<file path="src/rtl/pbg_pkg.sv">
package pbg_pkg;

  typedef enum logic [1:0] {
    ST_IDLE = 2'd0,
    ST_XFER = 2'd1,
    ST_RESP = 2'd2
  } bridge_state_e;

  // per-slot protection set, MSB first
  typedef struct packed {
    logic sup;   // supervisor-only
    logic wp;    // no-write
    logic tp;    // trusted-only
  } prot_bits_t;

  typedef struct packed {
    logic unmapped;
    logic priv;
    logic wr;
    logic trust;
    logic size;
  } viol_t;

endpackage

</file>
<file path="src/rtl/pbg_prot_regs.sv">
module pbg_prot_regs #(
  parameter int NUM_SLOTS   = 10,
  parameter int NUM_MASTERS = 8,
  parameter int PROT_REGS   = 2,
  parameter int CFG_IDX_W   = 2
) (
  input  logic                          clk,
  input  logic                          rst_n,
  input  logic                          cfg_we,
  input  logic [CFG_IDX_W-1:0]          cfg_idx,
  input  logic [31:0]                   cfg_wdata,
  output logic [31:0]                   cfg_rdata,
  output logic [NUM_SLOTS-1:0][2:0]     slot_prot,
  output logic [NUM_MASTERS-1:0]        priv_en
);

  localparam int PAD_SLOTS = PROT_REGS * 8;

  logic [NUM_SLOTS-1:0][2:0]   prot_q;
  logic [NUM_MASTERS-1:0]      priv_q;
  logic [PAD_SLOTS-1:0][2:0]   prot_pad;
  logic                        unused_wbits;

  assign unused_wbits = ^cfg_wdata;

  always_ff @(posedge clk or negedge rst_n) begin
    if (!rst_n) begin
      prot_q <= '0;
    end else if (cfg_we) begin
      for (int s = 0; s < NUM_SLOTS; s++) begin
        if (cfg_idx == CFG_IDX_W'(s / 8))
          prot_q[s] <= cfg_wdata[4*(s%8) +: 3];
      end
    end
  end

  always_ff @(posedge clk or negedge rst_n) begin
    if (!rst_n)
      priv_q <= '0;
    else if (cfg_we && cfg_idx == CFG_IDX_W'(PROT_REGS))
      priv_q <= cfg_wdata[NUM_MASTERS-1:0];
  end

  generate
    for (genvar g = 0; g < PAD_SLOTS; g++) begin : g_pad
      if (g < NUM_SLOTS) begin : g_real
        assign prot_pad[g] = prot_q[g];
      end else begin : g_none
        assign prot_pad[g] = 3'b000;
      end
    end
  endgenerate

  always_comb begin
    cfg_rdata = '0;
    for (int r = 0; r < PROT_REGS; r++) begin
      if (cfg_idx == CFG_IDX_W'(r)) begin
        for (int n = 0; n < 8; n++)
          cfg_rdata[4*n +: 3] = prot_pad[r*8+n];
      end
    end
    if (cfg_idx == CFG_IDX_W'(PROT_REGS))
      cfg_rdata[NUM_MASTERS-1:0] = priv_q;
  end

  assign slot_prot = prot_q;
  assign priv_en   = priv_q;

  // registers change only on a config write
  p_prot_hold_r11: assert property (@(posedge clk) disable iff (!rst_n)
    !cfg_we |=> $stable(prot_q));
  p_priv_hold_r11: assert property (@(posedge clk) disable iff (!rst_n)
    !cfg_we |=> $stable(priv_q));

endmodule

</file>
<file path="src/rtl/pbg_addr_decode.sv">
module pbg_addr_decode #(
  parameter int          NUM_SLOTS = 10,
  parameter int          SLOT_AW   = 12,
  parameter int          WIN_BITS  = 4,
  parameter logic [31:0] WIN_BASE  = 32'h4000_0000
) (
  input  logic [31:SLOT_AW]      addr_hi,
  output logic [NUM_SLOTS-1:0]   sel,
  output logic                   hit
);

  localparam int WIN_LSB = SLOT_AW + WIN_BITS;

  logic                in_win;
  logic [WIN_BITS-1:0] pos;

  assign in_win = (addr_hi[31:WIN_LSB] == WIN_BASE[31:WIN_LSB]);
  assign pos    = addr_hi[WIN_LSB-1:SLOT_AW];

  generate
    for (genvar s = 0; s < NUM_SLOTS; s++) begin : g_sel
      assign sel[s] = in_win && (pos == WIN_BITS'(s));
    end
  endgenerate

  assign hit = |sel;

endmodule

</file>
<file path="src/rtl/pbg_access_check.sv">
module pbg_access_check
  import pbg_pkg::*;
#(
  parameter int                     NUM_SLOTS   = 10,
  parameter int                     NUM_MASTERS = 8,
  parameter int                     MID_W       = 3,
  parameter logic [2*NUM_SLOTS-1:0] SLOT_SIZES  = 20'h1_AAAA
) (
  input  logic [NUM_SLOTS-1:0]       sel,
  input  logic                       hit,
  input  logic [NUM_SLOTS-1:0][2:0]  slot_prot,
  input  logic [NUM_MASTERS-1:0]     priv_en,
  input  logic [1:0]                 size,
  input  logic                       write,
  input  logic                       super_mode,
  input  logic                       trusted,
  input  logic [MID_W-1:0]           mid,
  output viol_t                      viol,
  output logic                       fail
);

  prot_bits_t p;
  logic [1:0] wcode;
  logic       priv_ok;

  // AND-OR pick of the selected slot's set and width
  always_comb begin
    p     = '0;
    wcode = '0;
    for (int s = 0; s < NUM_SLOTS; s++) begin
      if (sel[s]) begin
        p     = prot_bits_t'(p | slot_prot[s]);
        wcode = wcode | SLOT_SIZES[2*s +: 2];
      end
    end
  end

  assign priv_ok = priv_en[mid];

  always_comb begin
    viol.unmapped = !hit;
    viol.priv     = hit && p.sup && !(super_mode && priv_ok);
    viol.wr       = hit && p.wp && write;
    viol.trust    = hit && p.tp && !trusted;
    viol.size     = hit && (size > wcode);
  end

  assign fail = |viol;

endmodule

</file>
<file path="src/rtl/pbg_bridge.sv">
module pbg_bridge
  import pbg_pkg::*;
#(
  parameter int          NUM_SLOTS   = 10,
  parameter int          SLOT_AW     = 12,
  parameter int          WIN_BITS    = 4,
  parameter logic [31:0] WIN_BASE    = 32'h4000_0000,
  parameter int          NUM_MASTERS = 8,
  parameter logic [2*NUM_SLOTS-1:0] SLOT_SIZES = 20'h1_AAAA,
  localparam int MID_W     = $clog2(NUM_MASTERS),
  localparam int PROT_REGS = (NUM_SLOTS + 7) / 8,
  localparam int CFG_IDX_W = $clog2(PROT_REGS + 1)
) (
  input  logic                  clk,
  input  logic                  rst_n,
  input  logic                  cfg_we,
  input  logic [CFG_IDX_W-1:0]  cfg_idx,
  input  logic [31:0]           cfg_wdata,
  output logic [31:0]           cfg_rdata,
  input  logic                  m_req_valid,
  output logic                  m_req_ready,
  input  logic [31:0]           m_req_addr,
  input  logic                  m_req_write,
  input  logic [1:0]            m_req_size,
  input  logic [31:0]           m_req_wdata,
  input  logic                  m_req_super,
  input  logic                  m_req_trusted,
  input  logic [MID_W-1:0]      m_req_mid,
  output logic                  m_rsp_valid,
  output logic                  m_rsp_err,
  output logic [31:0]           m_rsp_rdata,
  output logic [NUM_SLOTS-1:0]  s_sel,
  output logic                  s_strobe,
  output logic                  s_write,
  output logic [1:0]            s_size,
  output logic [SLOT_AW-1:0]    s_offset,
  output logic [31:0]           s_wdata,
  input  logic [31:0]           s_rdata,
  input  logic                  s_ready
);

  bridge_state_e               state_q;
  logic [NUM_SLOTS-1:0]        dec_sel;
  logic                        dec_hit;
  logic [NUM_SLOTS-1:0][2:0]   slot_prot;
  logic [NUM_MASTERS-1:0]      priv_en;
  viol_t                       viol;
  logic                        fail;
  logic                        accept;

  logic [NUM_SLOTS-1:0]        lat_sel;
  logic                        lat_write;
  logic [1:0]                  lat_size;
  logic [SLOT_AW-1:0]          lat_off;
  logic [31:0]                 lat_wdata;
  logic                        err_q;
  logic [31:0]                 rdata_q;

  pbg_prot_regs #(
    .NUM_SLOTS   (NUM_SLOTS),
    .NUM_MASTERS (NUM_MASTERS),
    .PROT_REGS   (PROT_REGS),
    .CFG_IDX_W   (CFG_IDX_W)
  ) u_regs (
    .clk       (clk),
    .rst_n     (rst_n),
    .cfg_we    (cfg_we),
    .cfg_idx   (cfg_idx),
    .cfg_wdata (cfg_wdata),
    .cfg_rdata (cfg_rdata),
    .slot_prot (slot_prot),
    .priv_en   (priv_en)
  );

  pbg_addr_decode #(
    .NUM_SLOTS (NUM_SLOTS),
    .SLOT_AW   (SLOT_AW),
    .WIN_BITS  (WIN_BITS),
    .WIN_BASE  (WIN_BASE)
  ) u_dec (
    .addr_hi (m_req_addr[31:SLOT_AW]),
    .sel     (dec_sel),
    .hit     (dec_hit)
  );

  pbg_access_check #(
    .NUM_SLOTS   (NUM_SLOTS),
    .NUM_MASTERS (NUM_MASTERS),
    .MID_W       (MID_W),
    .SLOT_SIZES  (SLOT_SIZES)
  ) u_chk (
    .sel        (dec_sel),
    .hit        (dec_hit),
    .slot_prot  (slot_prot),
    .priv_en    (priv_en),
    .size       (m_req_size),
    .write      (m_req_write),
    .super_mode (m_req_super),
    .trusted    (m_req_trusted),
    .mid        (m_req_mid),
    .viol       (viol),
    .fail       (fail)
  );

  assign m_req_ready = (state_q == ST_IDLE);
  assign accept      = m_req_valid && m_req_ready;

  always_ff @(posedge clk or negedge rst_n) begin
    if (!rst_n) begin
      state_q   <= ST_IDLE;
      lat_sel   <= '0;
      lat_write <= 1'b0;
      lat_size  <= '0;
      lat_off   <= '0;
      lat_wdata <= '0;
      err_q     <= 1'b0;
      rdata_q   <= '0;
    end else begin
      case (state_q)
        ST_IDLE: begin
          if (accept) begin
            lat_sel   <= dec_sel;
            lat_write <= m_req_write;
            lat_size  <= m_req_size;
            lat_off   <= m_req_addr[SLOT_AW-1:0];
            lat_wdata <= m_req_wdata;
            if (fail) begin
              err_q   <= 1'b1;
              rdata_q <= '0;
              state_q <= ST_RESP;
            end else begin
              err_q   <= 1'b0;
              state_q <= ST_XFER;
            end
          end
        end
        ST_XFER: begin
          if (s_ready) begin
            rdata_q <= s_rdata;
            state_q <= ST_RESP;
          end
        end
        ST_RESP: state_q <= ST_IDLE;
        default: state_q <= ST_IDLE;
      endcase
    end
  end

  assign s_strobe    = (state_q == ST_XFER);
  assign s_sel       = s_strobe ? lat_sel : '0;
  assign s_write     = lat_write;
  assign s_size      = lat_size;
  assign s_offset    = lat_off;
  assign s_wdata     = lat_wdata;
  assign m_rsp_valid = (state_q == ST_RESP);
  assign m_rsp_err   = m_rsp_valid && err_q;
  assign m_rsp_rdata = rdata_q;


  p_rsp_pulse_r1: assert property (@(posedge clk) disable iff (!rst_n)
    m_rsp_valid |=> !m_rsp_valid);
  p_busy_r1: assert property (@(posedge clk) disable iff (!rst_n)
    accept |=> !m_req_ready);

  p_sel_onehot_r2: assert property (@(posedge clk) disable iff (!rst_n)
    s_strobe |-> $onehot(s_sel));

  p_unmapped_r7: assert property (@(posedge clk) disable iff (!rst_n)
    accept && !dec_hit |=> m_rsp_valid && m_rsp_err);

  p_err_nostrobe_r8: assert property (@(posedge clk) disable iff (!rst_n)
    m_rsp_err |-> !$past(s_strobe));

  p_hold_r9: assert property (@(posedge clk) disable iff (!rst_n)
    s_strobe && !s_ready |=> s_strobe && $stable(s_sel) && $stable(s_offset));
  p_single_r9: assert property (@(posedge clk) disable iff (!rst_n)
    s_strobe && s_ready |=> !s_strobe && m_rsp_valid);

  p_rdata_r10: assert property (@(posedge clk) disable iff (!rst_n)
    m_rsp_valid && !m_rsp_err |-> m_rsp_rdata == $past(s_rdata));
  p_err_zero_r10: assert property (@(posedge clk) disable iff (!rst_n)
    m_rsp_err |-> m_rsp_rdata == 32'h0);

endmodule

</file>
<file path="config.mk">
export PLATFORM = sky130hd
export DESIGN_NAME = pbg_bridge
export DESIGN_NICKNAME = d
export VERILOG_FILES = /design/src/rtl/pbg_pkg.sv /design/src/rtl/pbg_prot_regs.sv /design/src/rtl/pbg_addr_decode.sv /design/src/rtl/pbg_access_check.sv /design/src/rtl/pbg_bridge.sv
export SDC_FILE = /design/constraint.sdc
export NUM_CORES = 1
export LEC_CHECK = 0
export BUFFER_PORTS_ARGS = -buffer_cell sky130_fd_sc_hd__buf_2
export CORE_MARGIN = 5
export CORE_UTILIZATION = 42
export DETAILED_ROUTE_END_ITERATION = 8
export HOLD_SLACK_MARGIN = 0.02
export PLACE_DENSITY_LB_ADDON = 0.3
export SETUP_SLACK_MARGIN = 0.3
export SKIP_LAST_GASP = 1
export SLEW_MARGIN = 0
export SYNTH_ARGS = -nofsm -noshare
export SYNTH_HDL_FRONTEND = slang
export SYNTH_SLANG_ARGS = --single-unit
</file>
<file path="constraint.sdc">
create_clock -name clk -period 2.5 [get_ports clk]
set_clock_uncertainty 0.1 [all_clocks]
set_input_delay 0.25 -clock clk [delete_from_list [all_inputs] [get_ports clk]]
set_output_delay 0.25 -clock clk [all_outputs]
set_load 0.005 [all_outputs]
</file>
Word level (Yosys, flattened, before mapping) --
Cells that the tools add are included.
Word-level totals: bits in registers 130, output and inout port bits 125
Cells by class: magnitude comparators 2, equal/unequal tests 17, mux-type cells 48, bitwise logic cells 9, reductions and logical operators 35
Operators by type and width (number):
- two-way mux 32 bit | 3
- two-way mux 3 bit | 26
- case mux 32 bit (2 select lines) | 1
- bitwise OR 3 bit | 9
- two-way mux 2 bit | 11
- logical AND 1 bit | 21
- equality test 16 x 15 -> 1 bit, second input constant | 1
- equality test 4 x 3 -> 1 bit, second input constant | 4
- two-way mux 10 bit | 1
- OR reduction 10 bit | 1
- equality test 4 x 2 -> 1 bit, second input constant | 2
- equality test 4 bit, second input constant | 2
- two-way mux 8 bit | 1
- AND reduction 2 bit | 4
- != test 2 x 1 -> 1 bit, second input constant | 3
- OR reduction 5 bit | 1
- equality test 2 x 1 -> 1 bit, second input constant | 2
- equality test 2 bit, second input constant | 2
- equality test 4 x 1 -> 1 bit, second input constant | 1
- logical NOT 2 bit | 2
- logical NOT 4 bit | 1
- < comparator 3 x 4 -> 1 bit, second input constant | 1
- case mux 2 bit (2 select lines) | 1
- AND reduction 4 bit | 1
- other kinds (5) | 9

Logic depth before layout (Yosys ltp) --
Gate-level depths: netlist (run 1).
word-level depth 27, depth in mapped cells 12, gate-level depth less buffers 11

By module --
From an unflattened synthesis (run 1), not the netlist that was laid out.
Unflattened totals: cell total of the unflattened synthesis 410, area, all modules 5850.6 sq um
By module, submodules not included:
- pbg_bridge | instances 1, cells an instance 219, area each 3584.7 sq um
- pbg_prot_regs | instances 1, cells an instance 126, area each 1761.7 sq um
- pbg_access_check | instances 1, cells an instance 39, area each 320.3 sq um
- pbg_addr_decode | instances 1, cells an instance 26, area each 183.9 sq um

Worst setup path before layout (run 1) --
OpenSTA, ideal clock, no wires.
kind input -> register, from input port m_req_addr[25], to register state_q[1], library setup time 132 ps, arrival time 2592 ps, required time 2268 ps, slack -324 ps, cell stages on the path 12, buffers on the path 1, cell sequence nor4b_1 -> nand4_1 -> or3b_2 -> nor3_1 -> ha_1 -> nor2b_1 -> a2bb2oi_1 -> a211o_1 -> nor4_4 -> o21a_4 -> buf_8 -> nor2_1
On the way: elaborated cells on any way between the ends 53
RTL lines:
- start, declared | RTL line pbg_bridge.sv:22 | input logic [31:0] m_req_addr,
- equality test 16 x 15 -> 1 bit * | RTL line pbg_addr_decode.sv:17 | assign in_win = (addr_hi[31:WIN_LSB] == WIN_BASE[31:WIN_LSB]);
- logical AND 1 bit * | RTL line pbg_addr_decode.sv:22 | assign sel[s] = in_win && (pos == WIN_BITS'(s));
- named net dec_sel[8] | RTL line pbg_bridge.sv:43 | logic [NUM_SLOTS-1:0] dec_sel;
- two-way mux 3 bit | RTL line pbg_access_check.sv:31 | if (sel[s]) begin
- bitwise OR 3 bit | RTL line pbg_access_check.sv:32 | p = prot_bits_t'(p | slot_prot[s]);
- two-way mux 3 bit | RTL line pbg_access_check.sv:31
- logical AND 1 bit (on tied branches) (2 in a row) | RTL line pbg_access_check.sv:44, pbg_access_check.sv:42, pbg_access_check.sv:43
- OR reduction 5 bit * | RTL line pbg_access_check.sv:48 | assign fail = |viol;
- two-way mux 2 bit * | RTL line pbg_bridge.sv:127 | if (fail) begin
- two-way mux 2 bit * | RTL line pbg_bridge.sv:121 | if (accept) begin
- case mux 2 bit (2 select lines) * | RTL line pbg_bridge.sv:119 | case (state_q)
- end signal, assigned | RTL line pbg_bridge.sv:130 | state_q <= ST_RESP;
- end signal, assigned | RTL line pbg_bridge.sv:133 | state_q <= ST_XFER;
- end signal, assigned | RTL line pbg_bridge.sv:140 | state_q <= ST_RESP;
- end, declared | RTL line pbg_bridge.sv:42 | bridge_state_e state_q;
Mark *: on every way through the listed nets, which the timed path passes. The rest lies on a longest branch. The select of a mux whose other input is x is not followed. A chain may end at the register's enable or synchronous reset.

Worst setup path after layout (run 1) --
from input port m_req_addr[25], to register rdata_q[1], in the netlist m_rsp_rdata[1]
On the way: elaborated cells on any way between the ends 52
RTL lines:
- equality test 16 x 15 -> 1 bit * | RTL line pbg_addr_decode.sv:17
- logical AND 1 bit * | RTL line pbg_addr_decode.sv:22
- named net dec_sel[8] | RTL line pbg_bridge.sv:43
- two-way mux 3 bit | RTL line pbg_access_check.sv:31
- bitwise OR 3 bit | RTL line pbg_access_check.sv:32
- two-way mux 3 bit | RTL line pbg_access_check.sv:31
- logical AND 1 bit (on tied branches) (2 in a row) | RTL line pbg_access_check.sv:44, pbg_access_check.sv:42, pbg_access_check.sv:43
- OR reduction 5 bit * | RTL line pbg_access_check.sv:48
- != test 2 x 1 -> 1 bit (no line) *
- AND reduction 4 bit (no line) *
- end signal, assigned | RTL line pbg_bridge.sv:139 | rdata_q <= s_rdata;
- end, declared | RTL line pbg_bridge.sv:57 | logic [31:0] rdata_q;
Mark *: on every way through the listed nets, which the timed path passes. The rest lies on a longest branch.

==> results of run 1 <==
-- synth_stat cells, drive strengths merged (2+ instances only) --
cell type / number
a21o: 32
inv: 3
nand4: 2
dfrtp: 130
o21ai: 16
nor4: 4
ha: 2
nor2b: 8
mux2i: 12
clkbuf: 22
or3: 2
mux4: 4
nand3: 4
mux2: 45
nor3: 3
a2bb2oi: 2
nand2: 162
and2: 35
a22o: 34
a211o: 2
nor2: 9
buf: 18
-- registers in the layout (all words and copies together), names as in the netlist --
| signal | flops |
|---|---|
| m_rsp_rdata | 32 |
| s_wdata | 32 |
| u_regs.slot_prot | 30 |
| s_offset | 12 |
| lat_sel | 10 |
| u_regs.priv_en | 8 |
| s_size | 2 |
| state_q | 2 |
| err_q | 1 |
| s_write | 1 |
-- per-layer routing --
layer	vias up	share of wire (%)	track usage, %
met5	-	0	0
met4	0	3.7	11.4
met3	52	7.0	4.38
met2	220	50	37.2
met1	2677	39	25.9
li1	2587	-	-
-- metrics by stage --
stage | setup TNS (ns) | power (mW) | worst slack (ns)
2_1_floorplan | -4.83 | 2.89 | -0.161
3_3_place_gp | -8.40 | 3.30 | -0.258
5_1_grt | 0 | 6.13 | 0.00743
3_5_place_dp | -10.77 | 3.33 | -0.336
4_1_cts | 0 | 5.91 | 0.116
6_report | 0 | 5.85 | 0.124
-- how the worst max path moves through the flow --
| stage | start | to | slack [ns] | cells after the start |
|---|---|---|---|---|
| after global placement | m_req_addr[26] | m_rsp_rdata[26] | -0.26 | 13 |
| after detailed placement | m_req_addr[19] | m_rsp_rdata[17] | -0.34 | 13 |
| after CTS | m_req_addr[25] | m_rsp_rdata[17] | 0.12 | 13 |
| after floorplan | m_req_addr[26] | state_q[1] | -0.16 | 12 |
| final | m_req_addr[25] | m_rsp_rdata[1] | 0.12 | 13 |
| after global routing | m_req_addr[25] | m_rsp_rdata[0] | 0.007 | 13 |
-- logic make-up (layout without fill, tap and decap cells) --
| family | count (synthesis) | in the layout |
|---|---|---|
| and+or+nand+nor | 235 | 235 |
| other | 1 | 8 |
| muxes | 61 | 61 |
| AOI/OAI and AO/OA | 93 | 93 |
| adders and majority gates | 2 | 2 |
| DFF | 130 | 130 |
| buffers and inverters | 43 | 384 |
-- tightest hold or removal path, delay by kind of cell --
kind                   cells  cell delay [ns]
AOI/OAI and AO/OA          2             0.20
buffers and inverters      1             0.08
-- layout by cell type (no fill, tap or decap), drive strengths merged, types with 2 or more instances in the layout --
| cell | instances |
|---|---|
| a211o | 2 |
| a21o | 32 |
| a22o | 34 |
| a2bb2oi | 2 |
| and2 | 35 |
| buf | 276 |
| bufinv | 2 |
| clkbuf | 21 |
| clkinv | 4 |
| clkinvlp | 4 |
| conb | 6 |
| dfrtp | 130 |
| diode | 2 |
| dlygate4sd3 | 73 |
| ha | 2 |
| inv | 4 |
| mux2 | 45 |
| mux2i | 12 |
| mux4 | 4 |
| nand2 | 162 |
| nand3 | 4 |
| nand4 | 2 |
| nor2 | 9 |
| nor2b | 8 |
| nor3 | 3 |
| nor4 | 4 |
| o21ai | 16 |
| or3 | 2 |
-- area by class of cell --
type	count	share of cell area, %
Sequential cell	130	36.2
Clock inverter	11	1.45
Multi-Input combinational cell	397	29.8
Tap cell	180	2.50
Antenna cell	2	0.0557
Inverter	3	0.125
Timing Repair Buffer	349	24.8
Clock buffer	21	5.12
-- where the power goes --
group          internal, mW  switching, mW
registers              2.32          0.143
logic                 0.507          0.432
clock network          1.52          0.917
total                  4.36           1.49
-- what timing repair did --
item	CTS	global route
endpoints found under the hold margin	130	0
hold buffers	73	0
endpoints found under the setup margin	35	35
pin swaps	5	2
gates resized for setup	13	3
buffers inserted	2	0
==> run summary, run 1 <==
result of the run - finished, final reports clean
global routing usage summed across all routing layers - 21.7%
clock latency reported for the late side of the worst-skew pair - 0.41 ns
maximum number of pins on one net before global-route repair - 50
FFs w/ async S/R, synth - 100%
x dimension of the die - 130 um
Least-Margin Pin Slew - 0.754 ns
Max Clock Freq - 0.421 GHz
Clk pin slew, worst setup/hold paths - 0.06 ns
DRT Wirelength - 18300 um
gate count of the mapped netlist - 565
Hold Slack - 0.0396 ns
ranking of synthesized cells by area - dfrtp_1, nand2_1, mux2_2
number of top-level pins - 268
fraction of post-synthesis cell area in the top cell type by area - 54.0%
multiplexer fraction of the synthesized cell area - 12.0%
max-slew violations - 0
worst hold path depth - 3
total area of sequential cells - 3250 um2
count of buffer and inverter cells on the critical path - 2
fillcell total - 1078
area enclosed by the die boundary - 16900 um2
synthesized-area fraction occupied by and/or/nand/nor cells - 17.8%
placer congestion estimate - 0.821
half-perimeter wire length of the detailed placement result - 12900 um
final-report setup violation count - 0
average vias per placed instance - 5.06
hold endpoint - m_rsp_rdata[20]
Port Buffer Count - 255
sequence of cells on the critical path - buf_6 -> nor4b_4 -> nand4_1 -> or3b_4 -> nor3_4 -> ha_2 -> nor2b_2 -> a2bb2oi_2 -> a211o_1 -> nor4_4 -> o21a_4 -> buf_4 -> a21o_1
height of the die - 130 um
count of nets left with antenna violations after detail routing - 0
sum of overflow across all layers after global routing - 0
cell area after layout - 8990 um2
launch instance of the worst register-to-register path - u_regs.priv_en[6]
worst hold path type - input pin to flop
depth of the CTS H-tree - 4
Cell Count Post-Placement - 984
number of maximum-capacitance violations - 0
Startpoint Class - input pin
post-synthesis cell type count - 43
post-synthesis share of cell area spent on full adders, half adders and majority gates - 0.415%
Setup CP Type - input pin to flop
CTS sink cnt - 130
crit end category - flop
maximum count of clock buffers along a single path - 2
arrival time of data at the critical path endpoint - 2.62 ns
Seq/Total Area, Yosys - 54.0%
global-route wire length before repair - 28900 um
Vias - 5536
area of the mapped netlist - 6030 um2
slowest library cell on the worst path - or3b_4
area growth from synthesis to layout - 49.1%
average cell area after synthesis - 10.7 um2
initial antenna violation count - 1
FF-to-FF path depth - 7
post-synthesis xor/xnor area fraction - 0%
shortest period the worst path allows - 2.38 ns
worst rel slew slack - 49.5%
DRC Markers - 0
fraction of final layout cells with drive strength greater than 1 - 41.2%
total power density per cell area - 650 nW/um2
starting density of the core - 43.1%
clock tree from TritonCTS - done
RSZ-0062 raised after global routing - true
clock root buffer - clkbuf_16
vias in the first global route - 5889
cell area reported after detailed placement - 7560 um2
number of enable flip-flop cells after synthesis - 0
Compound-Gate Fraction of Synth Area - 11.9%
number of register bits inferred by synthesis - 130
clock buffer count from CTS - 17
Most used DFF post-synth - dfrtp_1
main combinational cell family by area after synthesis - simple AND/OR/NAND/NOR gates
number of hold violations in the final report - 0
final worst-path cycle share - 95.1%
final routed wire length divided by cell count - 16.8 um
peak supply drop - 0.000402 V
Yosys top cell by area - dfrtp_1
non-filler cells in the finished layout - 1093
floorplan row count - 43
Yosys Warn Count - 0
initial drt markers - 209
Largest delay share family, worst path - simple AND/OR/NAND/NOR gates
delay of the slowest critical-path stage - 0.44 ns
worst-path fanout max - 6
area inside the core boundary - 14000 um2
multi-input logic area - 2680 um2
Pleak - 4.92 nW
worst path required time - 2.75 ns
worst reg-to-reg setup slack - 0.25 ns
net count reported at finish - 1043
endpoint of the worst register-to-register path - m_rsp_rdata[1]
final core occ - 64.3%
critical hold path startpoint - s_rdata[20]
number of iterations in the first detailed-routing pass - 4
Note: power is estimated with default switching activity, not from simulation.
==> inputs of run 2 (changes only) <==
ABC_AREA = 1   (was not set)
CORE_ASPECT_RATIO = 0.7   (was not set)
CORE_UTILIZATION = 48   (was 42)
==> run summary, run 2 <==
crit end category - flop
gate count of the mapped netlist - 755
Diodes inserted - 0
global-route wire length before repair - 32500 um
final routed wire length divided by cell count - 15.6 um
maximum count of clock buffers along a single path - 2
height of the die - 105 um
list of most frequent post-synthesis cells - nand2_1, dfrtp_1, nor2_1
number of enable flip-flop cells after synthesis - 0
number of top-level pins - 268
clock buffer count from CTS - 17
top library cells by usage in the layout, fill and taps aside - buf_2, nand2_1, dfrtp_1, dlygate4sd3_1, nor2_1
floorplan row count - 34
clock root buffer - clkbuf_16
number of iterations in the first detailed-routing pass - 5
starting density of the core - 49.2%
maximum number of pins on one net before global-route repair - 53
Max Clock Freq - 0.466 GHz
fillcell total - 938
x dimension of the die - 145 um
count of buffers added by post-CTS timing repair for setup - 0
FFs w/ async S/R, synth - 100%
shortest period the worst path allows - 2.14 ns
initial drt markers - 456
post-synthesis cell type count - 30
Clk pin slew, worst setup/hold paths - 0.06 ns
Vias - 6392
total power density per cell area - 633 nW/um2
DRC Markers - 0
final-report setup violation count - 0
depth of the CTS H-tree - 4
Pleak - 5.07 nW
final core occ - 72.4%
RSZ-0062 raised after global routing - true
number of hold violations in the final report - 0
fraction of post-synthesis cell area in the top cell type by area - 53.1%
clock latency reported for the late side of the worst-skew pair - 0.41 ns
Setup CP Type - input pin to flop
count of nets left with antenna violations after detail routing - 0
arrival time of data at the critical path endpoint - 2.38 ns
area inside the core boundary - 12500 um2
max-slew violations - 0
area growth from synthesis to layout - 47.2%
initial antenna violation count - 0
area of the mapped netlist - 6130 um2
CTS sink cnt - 130
total area of sequential cells - 3250 um2
clock tree from TritonCTS - done
Yosys Warn Count - 0
placer congestion estimate - 0.915
worst hold path type - input pin to flop
net count reported at finish - 1245
library cell with the highest instance count after synthesis - nand2_1
Most used DFF post-synth - dfrtp_1
Startpoint Class - input pin
Yosys top cell by area - dfrtp_1
Seq/Total Area, Yosys - 53.1%
DRT Wirelength - 19800 um
multi-input logic area - 2400 um2
Hold Slack - 0.0333 ns
result of the run - finished, final reports clean
peak supply drop - 0.000496 V
ranking of synthesized cells by area - dfrtp_1, nand2_1, nand4_1
half-perimeter wire length of the detailed placement result - 13300 um
sum of overflow across all layers after global routing - 0
worst-path fanout max - 20
global routing usage summed across all routing layers - 26.0%
fraction of final layout cells with drive strength greater than 1 - 32.3%
worst path required time - 2.73 ns
average vias per placed instance - 5.01
Port Buffer Count - 255
final worst-path cycle share - 85.8%
power after layout - 5.71 mW
most common cell after layout, fill and taps aside - buf_2
average cell area after synthesis - 8.12 um2
number of maximum-capacitance violations - 0
vias in the first global route - 6350
number of register bits inferred by synthesis - 130
area enclosed by the die boundary - 15200 um2
run 2: layout make-up:
class / count / share of cell area (%)
clock buffer: 19 / 4.91
clock inverter: 13 / 1.41
inverter: 64 / 2.67
multi-input combinational: 522 / 26.6
sequential: 130 / 36.0
tap: 162 / 2.25
timing repair buffer: 365 / 26.1
run 2: metal layers:
metal | track usage, % | vias up | wire length (um)
met5 | 0 | - | 0
met4 | 9.65 | 0 | 621
met3 | 9.00 | 50 | 1750
met2 | 39.9 | 301 | 9050
met1 | 34.4 | 2970 | 8420
li1 | - | 3071 | -
run 2: cell families (layout without fill, tap and decap cells):
family | after synthesis | count (layout) | synth area share, %
compound gates | 64 | 64 | 5.55
buf+inv | 108 | 461 | 8.16
fa+ha+maj | 2 | 2 | 0.408
flops | 130 | 130 | 53.1
simple gates | 450 | 450 | 32.8
other cells | 1 | 6 | 0.0612
run 2: metrics by stage:
step | setup WS (ns) | instances | setup TNS [ns] | instance area [um2]
after floorplan | 0.321 | 760 | 0 | 6150
after global placement | 0.0840 | 1153 | 0 | 7560
after detailed placement | -0.0129 | 1153 | -0.0173 | 7560
after CTS | 0.375 | 1275 | 0 | 9030
after global routing | 0.292 | 1275 | 0 | 9030
final | 0.355 | 1275 | 0 | 9030
run 2: path summary, 6_finish.rpt:
path / slack, ns / depth (start not counted) / end / startpoint
min in group asynchronous: 0.25 / 2 / u_regs.slot_prot[8] / rst_n
max in group asynchronous: 1.34 / 3 / lat_sel[9] / rst_n
worst min register to register: 0.37 / 2 / m_rsp_rdata[2] / m_rsp_rdata[2]
worst max register to register: 0.51 / 13 / m_rsp_rdata[26] / u_regs.priv_en[1]
worst max-delay path: 0.36 / 13 / m_rsp_rdata[26] / m_req_size[1]
worst min-delay path: 0.03 / 3 / m_rsp_rdata[25] / s_rdata[25]
run 2: critical path: stages:
cell	delay, ns
dlygate4sd3_1	0.54
buf_2	0.15
ha_1	0.31
inv_1	0.06
nor2_1	0.04
a2bb2oi_1	0.13
a21o_1	0.16
nor2_2	0.16
nand3_2	0.11
nand2_4	0.15
buf_12	0.20
nand2_2	0.06
nand2_1	0.06
run 2: what timing repair did:
action	4_1_cts	5_1_grt
hold endpoints to repair	135	0
endpoints found under the setup margin	0	10
resized for setup	0	0
hold buffers	90	0
run 2: report_power, final:
part / total (mW) / internal, mW / switching, mW
sequential: 2.45 / 2.31 / 0.140
clock: 2.38 / 1.41 / 0.971
combinational: 0.879 / 0.408 / 0.472
==> inputs of run 3 (changes only) <==
CORE_UTILIZATION = 43   (was 48)
CTS_BUF_LIST = sky130_fd_sc_hd__clkbuf_16   (was not set)
SKIP_CTS_REPAIR_TIMING = 1   (was not set)
clock period = 1.8 ns   (was 2.5 ns; I/O delays follow)
==> run summary, run 3 (synthesis gave the netlist of run 2 again) <==
Diodes inserted - 0
area inside the core boundary - 14000 um2
launch instance of the worst register-to-register path - u_regs.priv_en[1]
Vias - 6662
half-perimeter wire length of the detailed placement result - 13800 um
clock tree from TritonCTS - done
clock buffer count from CTS - 17
clock root buffer - clkbuf_16
failing checks - negative hold slack, negative setup slack
Pleak - 5.47 nW
Startpoint Class - flop
initial drt markers - 573
Setup CP Type - flop to primary output
worst reg-to-reg setup slack - -0.03 ns
vias in the first global route - 5609
endpoint of the worst register-to-register path - m_rsp_rdata[9]
arrival time of data at the critical path endpoint - 1.60 ns
DRC Markers - 0
final core occ - 71.5%
cell area after layout - 9980 um2
Critical Path End - s_sel[1]
height of the die - 110 um
number of hold violations in the final report - 3
starting density of the core - 43.9%
total area of sequential cells - 3250 um2
number of top-level pins - 268
floorplan row count - 36
most common cell after layout, fill and taps aside - buf_2
multi-input logic area - 2610 um2
crit path launch - state_q[1]
worst slack after detailed placement - -0.482 ns
average vias per placed instance - 4.88
FF-to-FF path depth - 13
top library cells by usage in the layout, fill and taps aside - buf_2, nand2_1, dfrtp_1, dlygate4sd3_1, nor2_1
DRT Wirelength - 21700 um
CTS sink cnt - 130
global routing usage summed across all routing layers - 21.4%
worst-path fanout max - 5
number of maximum-capacitance violations - 0
global-route wire length before repair - 28700 um
fraction of final layout cells with drive strength greater than 1 - 38.4%
peak supply drop - 0.000717 V
worst hold path depth - 3
total power density per cell area - 819 nW/um2
depth of the CTS H-tree - 4
Clk pin slew, worst setup/hold paths - 0.06 ns
net count reported at finish - 1307
crit end category - primary output
Max Clock Freq - 0.533 GHz
result of the run - complete, but fails checks
Hold Slack - -0.0166 ns
worst hold path type - input pin to flop
final routed wire length divided by cell count - 15.9 um
maximum number of pins on one net before global-route repair - 56
shortest period the worst path allows - 1.88 ns
max-slew violations - 0
cell area reported after detailed placement - 7910 um2
final-report setup violation count - 40
x dimension of the die - 153 um
fillcell total - 1032
min setup slack post-route - -0.0778 ns
number of iterations in the first detailed-routing pass - 5
initial antenna violation count - 0
RSZ-0062 raised after global routing - true
sum of overflow across all layers after global routing - 0
worst path required time - 1.52 ns
area enclosed by the die boundary - 16800 um2
clock latency reported for the late side of the worst-skew pair - 0.42 ns
area growth from synthesis to layout - 62.8%
final worst-path cycle share - 104%
Port Buffer Count - 255
placer congestion estimate - 0.897
maximum count of clock buffers along a single path - 2
count of nets left with antenna violations after detail routing - 0
==> run 3: cell count changes in the layout (fill, tap and decap cells not counted), sizes merged <==
cell / change
inv: +3
clkinvlp: -1
buf: +45
clkinv: +1
dlygate4sd3: +14
==> run 3: per-layer routing <==
metal | global-route usage [%] | vias to the layer above | wire length (um)
met1 | 31.6 | 3113 | 9730
met4 | 5.28 | 0 | 384
met2 | 32.0 | 314 | 10100
li1 | - | 3199 | -
met3 | 5.19 | 36 | 1510
met5 | 0 | - | 0
==> run 3: worst min-delay path by stage <==
stage	from	end	slack, ns
3_5_place_dp	rst_n	m_rsp_rdata[5]	0.002
3_3_place_gp	rst_n	m_rsp_rdata[5]	0.005
2_1_floorplan	rst_n	err_q	-0.22
5_1_grt	m_req_size[0]	s_size[0]	0.03
6_report	cfg_wdata[0]	u_regs.slot_prot[0]	-0.02
4_1_cts	rst_n	m_rsp_rdata[5]	-0.44
==> run 3: through the flow <==
stage / power, mW / std cells / setup TNS [ns] / hold slack, ns
final: 8.17 / 1365 / -1.52 / -0.0166
after global routing: 8.53 / 1365 / -5.73 / 0.0283
after CTS: 7.95 / 1243 / -4.79 / -0.438
after detailed placement: 4.59 / 1211 / -15.27 / 0.00221
after global placement: 4.57 / 1211 / -14.05 / 0.00514
after floorplan: 3.91 / 760 / -6.77 / -0.216
==> run 3: area by class of cell <==
cell class              count  area share [%]
clock buffers              17            4.26
clock inverters            15            1.45
inverters                  64            2.49
multi-input cells         522            26.1
flip-flops and latches    130            32.6
well taps                 190            2.38
repair buffers            426            30.6
repair inverters            1          0.0752
==> run 3: where the power goes <==
part | internal (mW) | switching, mW
clock | 1.94 | 1.42
sequential | 3.21 | 0.199
combinational | 0.688 | 0.719
total | 5.84 | 2.34
==> run 3: critical path: stages, from the launching register on <==
cell and delay [ns]:
dfrtp_2 0.46, nor2_4 0.17, buf_4 0.15, clkinvlp_4 0.14, nor2_1 0.12, buf_2 0.15
